[src/rtl/xfer_classifier.sv]
module xfer_classifier #(
  parameter int          XLEN     = 32,
  parameter int          TYPE_W   = 3,
  parameter int          BR_CODE  = 3,
  parameter int          JAL_CODE = 5,
  parameter logic [6:0]  IND_OPC  = 7'h67
) (
  input  logic              clk,
  input  logic              rst,
  input  logic              pipe_en,
  input  logic [XLEN-1:0]   pc,
  input  logic [31:0]       instr,
  input  logic [TYPE_W-1:0] itype,
  input  logic [XLEN-1:0]   base_val,
  output logic [4:0]        rs1_idx,
  output logic [1:0]        hz_class,
  output logic [XLEN-1:0]   tgt_addr,
  output logic [XLEN-1:0]   seq_addr
);
  localparam logic [1:0] C_NONE = 2'd0;
  localparam logic [1:0] C_JAL  = 2'd1;
  localparam logic [1:0] C_IND  = 2'd2;
  localparam logic [1:0] C_BR   = 2'd3;

  logic [11:0]     br_off;
  logic [19:0]     jal_off;
  logic [11:0]     ind_off;
  logic [XLEN-1:0] br_sx, jal_sx, ind_sx;
  logic [1:0]      cls_nx;
  logic [XLEN-1:0] tgt_nx;

  assign rs1_idx = instr[19:15];
  assign br_off  = {instr[31], instr[7], instr[30:25], instr[11:8]};
  assign jal_off = {instr[31], instr[19:12], instr[20], instr[30:21]};
  assign ind_off = instr[31:20];
  assign br_sx   = {{(XLEN-12){br_off[11]}}, br_off};
  assign jal_sx  = {{(XLEN-20){jal_off[19]}}, jal_off};
  assign ind_sx  = {{(XLEN-12){ind_off[11]}}, ind_off};

  always_comb begin
    if (itype == TYPE_W'(BR_CODE))        cls_nx = C_BR;
    else if (itype == TYPE_W'(JAL_CODE))  cls_nx = C_JAL;
    else if (instr[6:0] == IND_OPC)       cls_nx = C_IND;
    else                                  cls_nx = C_NONE;
  end

  always_comb begin
    unique case (cls_nx)
      C_JAL:   tgt_nx = pc + jal_sx;
      C_IND:   tgt_nx = base_val + ind_sx;
      default: tgt_nx = pc + br_sx;
    endcase
  end

  always_ff @(posedge clk) begin
    if (rst) begin
      hz_class <= C_NONE;
      tgt_addr <= '0;
      seq_addr <= '0;
    end else if (pipe_en) begin
      hz_class <= cls_nx;
      tgt_addr <= tgt_nx;
      seq_addr <= pc + XLEN'(1);
    end
  end

  assert_reset_clear_R10: assert property (@(posedge clk) disable iff (rst)
    $past(rst) |-> (hz_class == 2'd0 && tgt_addr == '0 && seq_addr == '0));

  assert_hold_R9: assert property (@(posedge clk) disable iff (rst)
    (!$past(rst) && !$past(pipe_en)) |->
      ($stable(hz_class) && $stable(tgt_addr) && $stable(seq_addr)));

  assert_seq_R4: assert property (@(posedge clk) disable iff (rst)
    (!$past(rst) && $past(pipe_en)) |-> seq_addr == $past(pc) + XLEN'(1));

  assert_branch_first_R1: assert property (@(posedge clk) disable iff (rst)
    (!$past(rst) && $past(pipe_en) && $past(itype) == TYPE_W'(BR_CODE)) |-> hz_class == 2'd3);

  assert_jal_code_R2: assert property (@(posedge clk) disable iff (rst)
    (!$past(rst) && $past(pipe_en) && $past(itype) == TYPE_W'(JAL_CODE)) |-> hz_class == 2'd1);

  assert_ind_opcode_R3: assert property (@(posedge clk) disable iff (rst)
    (!$past(rst) && $past(pipe_en) && hz_class == 2'd2) |-> $past(instr[6:0]) == IND_OPC);
endmodule

[config.mk]
export PLATFORM = sky130hd
export DESIGN_NAME = xfer_classifier
export DESIGN_NICKNAME = d
export VERILOG_FILES = /design/src/rtl/xfer_classifier.sv
export SDC_FILE = /design/constraint.sdc
export NUM_CORES = 1
export LEC_CHECK = 0
export BUFFER_PORTS_ARGS = -buffer_cell sky130_fd_sc_hd__buf_2
export CAP_MARGIN = 20
export CORE_ASPECT_RATIO = 1.2
export CORE_UTILIZATION = 38
export DETAILED_ROUTE_END_ITERATION = 6
export SYNTH_ARGS = -nofsm -noshare
export SYNTH_HDL_FRONTEND = slang
export SYNTH_SLANG_ARGS = --single-unit
[constraint.sdc]
create_clock -name clk -period 7.9 [get_ports clk]
set_clock_uncertainty 0.15 [all_clocks]
set_input_delay 0.395 -clock clk [delete_from_list [all_inputs] [get_ports clk]]
set_output_delay 0.395 -clock clk [all_outputs]
set_load 0.02 [all_outputs]
==> out/qor.txt, run 1 <==
H-tree depth = 3
Critical path type = in -> reg
Post-detail-place hpwl = 16000 um
Initial antenna violation count = 1
Syn Inst Count = 891
Pwr/cell area = 165 nW/um^2
CP arrival = 3.67 ns
Netlist cell types = 65
Final wirelength = 20400 um
Die W = 123 um
Final setup violation count = 0
Via count = 6953
DIE AREA = 18000 um^2
IO buf count = 172
RSZ-0062 raised after global routing = no
Global-route wire length before repair = 32500 um
Relative slew slack = 49.2%
Most frequent cells in the layout = 171 x buf_2, 100 x nor2_1, 88 x nand2_1
Vias per inst = 5.56
Clock Pin Slew Worst Setup and Hold Paths = 0.06 ns
Register area share after synthesis = 19.9%
Slew Viols, Final = 0
DRC viols = 0
# IOs = 173
Post-CTS Resized = 0
Leak = 3.51 nW
Req. time, crit path = 7.98 ns
Final Cycle Share = 45.5%
CTS tree = done
Number of enable flip-flop cells after synthesis = 0
GRT overflow = 0
Final min period = 3.59 ns
Synthesis-to-layout area growth = 19.2%
Status = completed
Max Clk Rate = 0.278 GHz
GRT Total Usage = 22.9%
Max cap viols = 0
CTS buffer count = 9
Detailed Route Iter0 Violations = 287
Crit path largest cell delay = 0.39 ns
Most used DFF post-synth = dfxtp_1
Max clock buf depth = 2
Core Rows = 52
Clk root buf = clkbuf_16
Syn Area/Cell = 7.45 um^2
Vias in the first global route = 6495
Crit path max fanout = 15
Diode count = 0
Sink Count = 66
Largest net degree at the start of global routing = 68
Final net count = 1198
Post-cts hold buffer count = 0
CP Launch Type = primary input
Max VDD drop = 97.2 uV
ANT nets after route = 0
Average wire per standard cell = 16.3 um
TritonRoute pass-1 iters = 4
Setup TNS Final = 0 ns
CP endpoint kind = flip-flop
Fill cells = 1729
Final hold vios = 0
Total power = 1.31 mW
Routability cong. = 0.909
Commonest non-fill, non-tap cell in the layout = buf_2
Synth area leaders = dfxtp_1 20%, ha_1 12%, nor2_1 5.7%
Final Core Density = 46.6%
Worst Hold Class = in -> reg
Asr flop ratio synth = 0%
Skew-Pair Late Insertion Delay = 0.34 ns
Slowest cell on the critical path = o32a_1
CP Cell Sequence = buf_2 > nand2_1 > nor2_1 > buf_4 > mux2_2 > ha_1 > inv_1 > fa_1 > nor2b_1 > o31a_1 > o32a_1 > a21oi_1 > o211ai_1 > a21oi_1 > xnor2_1 > nor2_1 > a2111oi_0
Worst-margin pin slew = 0.755 ns
Initial Util = 39.1%
Yosys warns = 0
Area of the core = 17000 um^2
Share of the synthesized area in the top cell type = 19.9%
Layout cells sized above 1 = 20.2%
FF+latch count, synth = 66
Post-CTS Repair Setup Buffers = 0
Syn_nets = 1059
Die height = 147 um
R2R Setup Slk = 6.79 ns
Synth Cell Area = 6640 um^2
Cell taking the most area after synthesis = dfxtp_1
## cells in the mapped netlist (3+ instances only)
| library cell | number |
|---|---|
| clkbuf_1 | 44 |
| mux2_2 | 6 |
| a21oi_1 | 67 |
| o21bai_1 | 5 |
| xor2_1 | 40 |
| and2_1 | 6 |
| a31oi_1 | 6 |
| a21boi_0 | 3 |
| nand3b_1 | 3 |
| dfxtp_1 | 66 |
| a211o_1 | 3 |
| o211ai_1 | 10 |
| o21a_1 | 13 |
| a21o_1 | 31 |
| mux2i_1 | 3 |
| nor2_1 | 100 |
| a221oi_1 | 3 |
| a211oi_1 | 43 |
| nand4_1 | 10 |
| o22ai_1 | 3 |
| nor3_1 | 17 |
| xnor2_1 | 31 |
| inv_1 | 21 |
| o21ai_0 | 55 |
| and3_1 | 8 |
| and4_1 | 3 |
| o2111ai_1 | 3 |
| or3_1 | 11 |
| ha_1 | 64 |
| nor4_1 | 3 |
| nand2b_1 | 10 |
| nand2_1 | 88 |
| a311oi_1 | 20 |
| o31a_1 | 4 |
| or4_1 | 4 |
| buf_4 | 5 |
| nor2b_1 | 9 |
| nand3_1 | 35 |
## sequential cells by signal, indices dropped and copies added, names as in the netlist
register and cells:
tgt_addr 32, seq_addr 32, hz_class 2
## stage by stage
step / cell area, um^2 / std cells / worst slack [ns] / hold slack [ns]
floorplan: 6640 / 891 / 4.08 / 0.345
global placement: 7620 / 1235 / 4.03 / 0.306
detailed placement: 7620 / 1235 / 3.96 / 0.307
CTS: 7910 / 1251 / 4.31 / 0.185
global route: 7910 / 1251 / 3.96 / 0.200
finish: 7910 / 1251 / 4.31 / 0.203
## cells by family (layout without fill, tap and decap cells)
group | count (synthesis) | after routing | synth area share, %
xor+xnor | 71 | 71 | 9.36
fa+ha+maj | 66 | 66 | 12.7
flops | 66 | 66 | 19.9
simple gates | 313 | 313 | 21.8
compound gates | 295 | 295 | 30.5
mux | 9 | 9 | 1.47
buf+inv | 71 | 215 | 4.30
## metal layers
| metal | global-route usage, % | vias to the layer above | wire length [um] |
|---|---|---|---|
| li1 | - | 3573 | - |
| met3 | 5.05 | 30 | 997 |
| met4 | 7.38 | 2 | 506 |
| met5 | 0 | - | 12 |
| met1 | 27.0 | 3184 | 8760 |
| met2 | 40.3 | 164 | 10100 |
## report_power, final
| part | switching [mW] | total [mW] | internal (mW) |
|---|---|---|---|
| clock | 0.162 | 0.415 | 0.253 |
| combinational | 0.310 | 0.514 | 0.204 |
| sequential | 0.0168 | 0.380 | 0.363 |
## final cells by class
| class | instances | area, um^2 | share of cell area (%) |
|---|---|---|---|
| tap | 216 | 270 | 3.42 |
| clock inverter | 4 | 51.3 | 0.648 |
| sequential | 66 | 1320 | 16.7 |
| clock buffer | 12 | 246 | 3.11 |
| timing repair buffer | 178 | 908 | 11.5 |
| inverter | 21 | 78.8 | 0.996 |
| multi-input combinational | 754 | 5040 | 63.7 |
## worst max-delay path, delay by kind of cell
kind                       cells  cell delay (ns)
buffers and inverters          3             0.41
muxes                          1             0.37
xor gates and xnor gates       1             0.13
AOI/OAI and AO/OA              6             1.69
adders and majority gates      2             0.41
and+or+nand+nor                4             0.27
## final timing paths
kind,endpoint,start,depth (start not counted)
min reg2reg,tgt_addr[1],tgt_addr[1],2
max,tgt_addr[20],itype[0],17
min,seq_addr[0],pc[0],2
max reg2reg,tgt_addr[28],tgt_addr[28],3
Note: power is estimated with default switching activity, not from simulation.
==> run 2, diff against run 1 <==
==> constraint.sdc (replaced) <==
create_clock -name clk -period 3.4 [get_ports clk]
set_clock_uncertainty 0.15 [all_clocks]
set_input_delay 0.17 -clock clk [delete_from_list [all_inputs] [get_ports clk]]
set_output_delay 0.17 -clock clk [all_outputs]
set_load 0.02 [all_outputs]
==> run 2 against run 1 <==
Against the previous run:
- utilization grew 2.3 points
- wire length increased by 2.4%
- worst setup slack got worse by 4.0 ns
- critical path depth decreased by 1
- die area did not move
- clock power increased to 2.5 times the previous value
- first-iteration DRC count is 6.3% lower
- sequential cell count is the same
- sequential power is 130% higher
- non-clock buffer count grew 45
- via count grew 2.3%
==> out/qor.txt, run 2 (same netlist as run 1, synthesis figures left out) <==
Status = completed
Most frequent cells in the layout = 171 x buf_2, 99 x nor2_1, 88 x nand2_1
Req. time, crit path = 3.53 ns (-4.45 ns)
Seq pwr share = 27.6% (-1.4 points)
Hold wc startpoint = pc[23]
CTS tree = done
Vias per inst = 5.48 (-1.4%)
Total power = 3.20 mW (+140%)
Skew-Pair Late Insertion Delay = 0.34 ns (about the same)
Die height = 147 um (unchanged)
RSZ-0062 raised after global routing = no
Initial antenna violation count = 0 (-1)
Pwr/cell area = 385 nW/um^2 (+130%)
Crit path largest cell delay = 0.38 ns (about the same)
Final net count = 1243 (+3.8%)
Clk root buf = clkbuf_16
Area of the core = 17000 um^2 (unchanged)
Worst Hold Class = in -> reg
Switching Share = 36.3% (-1.1 points)
Core Rows = 52 (unchanged)
Global-route wire length before repair = 33600 um (+3.4%)
Worst r2r src = tgt_addr[28]
Leak = 3.74 nW (+6.5%)
Net Switching = 1.16 mW (+140%)
Critical path type = in -> reg
Average wire per standard cell = 16.1 um (-1.2%)
Max VDD drop = 242 uV (+150%)
WHS Path Cells = 3 (+1)
Via count = 7111 (+2.3%)
IO buf count = 172 (unchanged)
Final min period = 3.14 ns
Initial Util = 39.1% (unchanged)
CTS buffer count = 9 (unchanged)
Biggest regs = seq_addr (32), tgt_addr (32), hz_class (2)
Max clock buf depth = 2 (unchanged)
ANT nets after route = 0 (unchanged)
Gate power share = 39.5% (+0.2 points)
Detailed Route Iter0 Violations = 269 (-6.3%)
Final wirelength = 20800 um (+2.4%)
Largest net degree at the start of global routing = 54 (-21%)
WHS = 0.0107 ns (-0.193 ns)
Vias in the first global route = 6858 (+5.6%)
Clock Pin Slew Worst Setup and Hold Paths = 0.06 ns (about the same)
Commonest non-fill, non-tap cell in the layout = buf_2
GRT Total Usage = 23.8% (+0.97 points)
CP Cell Sequence = buf_2 > nand2_1 > nor2_4 > mux2_2 > ha_1 > inv_1 > fa_1 > nor2b_1 > o31a_1 > or3_1 > a22o_1 > o21ai_2 > o21bai_1 > xnor2_1 > a311o_1 > a21oi_1
DRC viols = 0 (unchanged)
R2R Setup Slk = 2.34 ns (-4.45 ns)
TritonRoute pass-1 iters = 6 (+2)
Placed cell areas = 7930 um^2 (+4.2%)
Synthesis-to-layout area growth = 25.1%
GRT overflow = 0 (unchanged)
Routability cong. = 0.881 (-3.1%)
Worst-margin pin slew = 0.916 ns (+0.161 ns)
Cell area after layout = 8310 um^2 (+5.0%)
Die W = 123 um (unchanged)
Crit path max fanout = 7 (-8)
Final Cycle Share = 92.3%
Clock power share = 32.8% (+1.1 points)
Reg2Reg Depth = 3 (unchanged)
H-tree depth = 3 (unchanged)
Sink Count = 66 (unchanged)
Layout cells sized above 1 = 23.6% (+3.4 points)
CP Launch Type = primary input
Slowest cell on the critical path = mux2_2
CP arrival = 3.27 ns (-0.40 ns)
Max Clk Rate = 0.319 GHz
Hold endpoint = seq_addr[23]
Reg2Reg Capture Point = tgt_addr[28]
Pint = 2.04 mW (+150%)
DIE AREA = 18000 um^2 (unchanged)
Post-detail-place hpwl = 17100 um (+6.8%)
Final hold vios = 0 (unchanged)
CP endpoint kind = flip-flop
Max cap viols = 0 (unchanged)
Relative slew slack = 38.9% (-10 points)
# IOs = 173 (unchanged)
Slew Viols, Final = 0 (unchanged)
Final setup violation count = 0 (unchanged)
## run 2: power by group through the flow
stage | Clock, mW | Combinational (mW) | Sequential (mW)
after floorplan | 0 | 0.759 | 0.976
after global placement | 0 | 1.26 | 0.899
after detailed placement | 0 | 1.26 | 0.898
after CTS | 1.07 | 1.27 | 0.883
after global routing | 1.10 | 1.40 | 0.891
final | 1.05 | 1.26 | 0.883
## run 2: critical path, delay by kind of cell
family,cells,cell delay [ns]
AO/OA/AOI/OAI,6,1.28
XOR/XNOR,1,0.13
adder cells (fa/ha/maj),2,0.38
AND/OR/NAND/NOR,4,0.76
buffers and inverters,2,0.16
multiplexers,1,0.38
## run 2: metal layers
| metal | global-route usage [%] | vias up | routed length (um) |
|---|---|---|---|
| met5 | 0 | - | 0 |
| met4 | 7.99 | 0 | 467 |
| met3 | 4.74 | 25 | 1080 |
| met2 | 43.9 | 167 | 10600 |
| met1 | 26.7 | 3256 | 8750 |
| li1 | - | 3663 | - |
## run 2: metrics by stage
stage / setup slack (ns) / utilization [%] / TNS, ns / cells
finish: 0.263 / 48.9 / 0 / 1297
global route: 0.00197 / 48.9 / 0 / 1296
global placement: -0.184 / 46.7 / -1.53 / 1276
floorplan: 0.0504 / - / 0 / 891
CTS: 0.0916 / 48.9 / 0 / 1296
detailed placement: -0.270 / 46.7 / -2.69 / 1276
## run 2: repair_timing
item                                    in CTS  in global routing
hold endpoints to repair                     4                  0
hold buffers                                 4                  0
resized for setup                            0                  1
endpoints found under the setup margin       0                 10
buffers inserted                             0                  0
## run 2: final cells by class
cell class | count | area [um^2]
Clock inverter | 6 | 88.8
Inverter | 21 | 78.8
Tap cell | 216 | 270
Timing Repair Buffer | 223 | 1260
Antenna cell | 1 | 2.50
Multi-Input combinational cell | 754 | 5050
Clock buffer | 10 | 239
Fill cell | 1791 | 8670
Sequential cell | 66 | 1320
## run 2: how the worst max path moves through the flow
stage	startpoint	endpoint	slack (ns)	cells past startpoint
2_1_floorplan	itype[0]	tgt_addr[24]	0.05	16
3_3_place_gp	itype[0]	tgt_addr[24]	-0.18	16
3_5_place_dp	itype[0]	tgt_addr[24]	-0.27	16
4_1_cts	itype[0]	tgt_addr[24]	0.09	16
5_1_grt	itype[0]	tgt_addr[22]	0.002	17
6_report	itype[0]	tgt_addr[24]	0.26	16
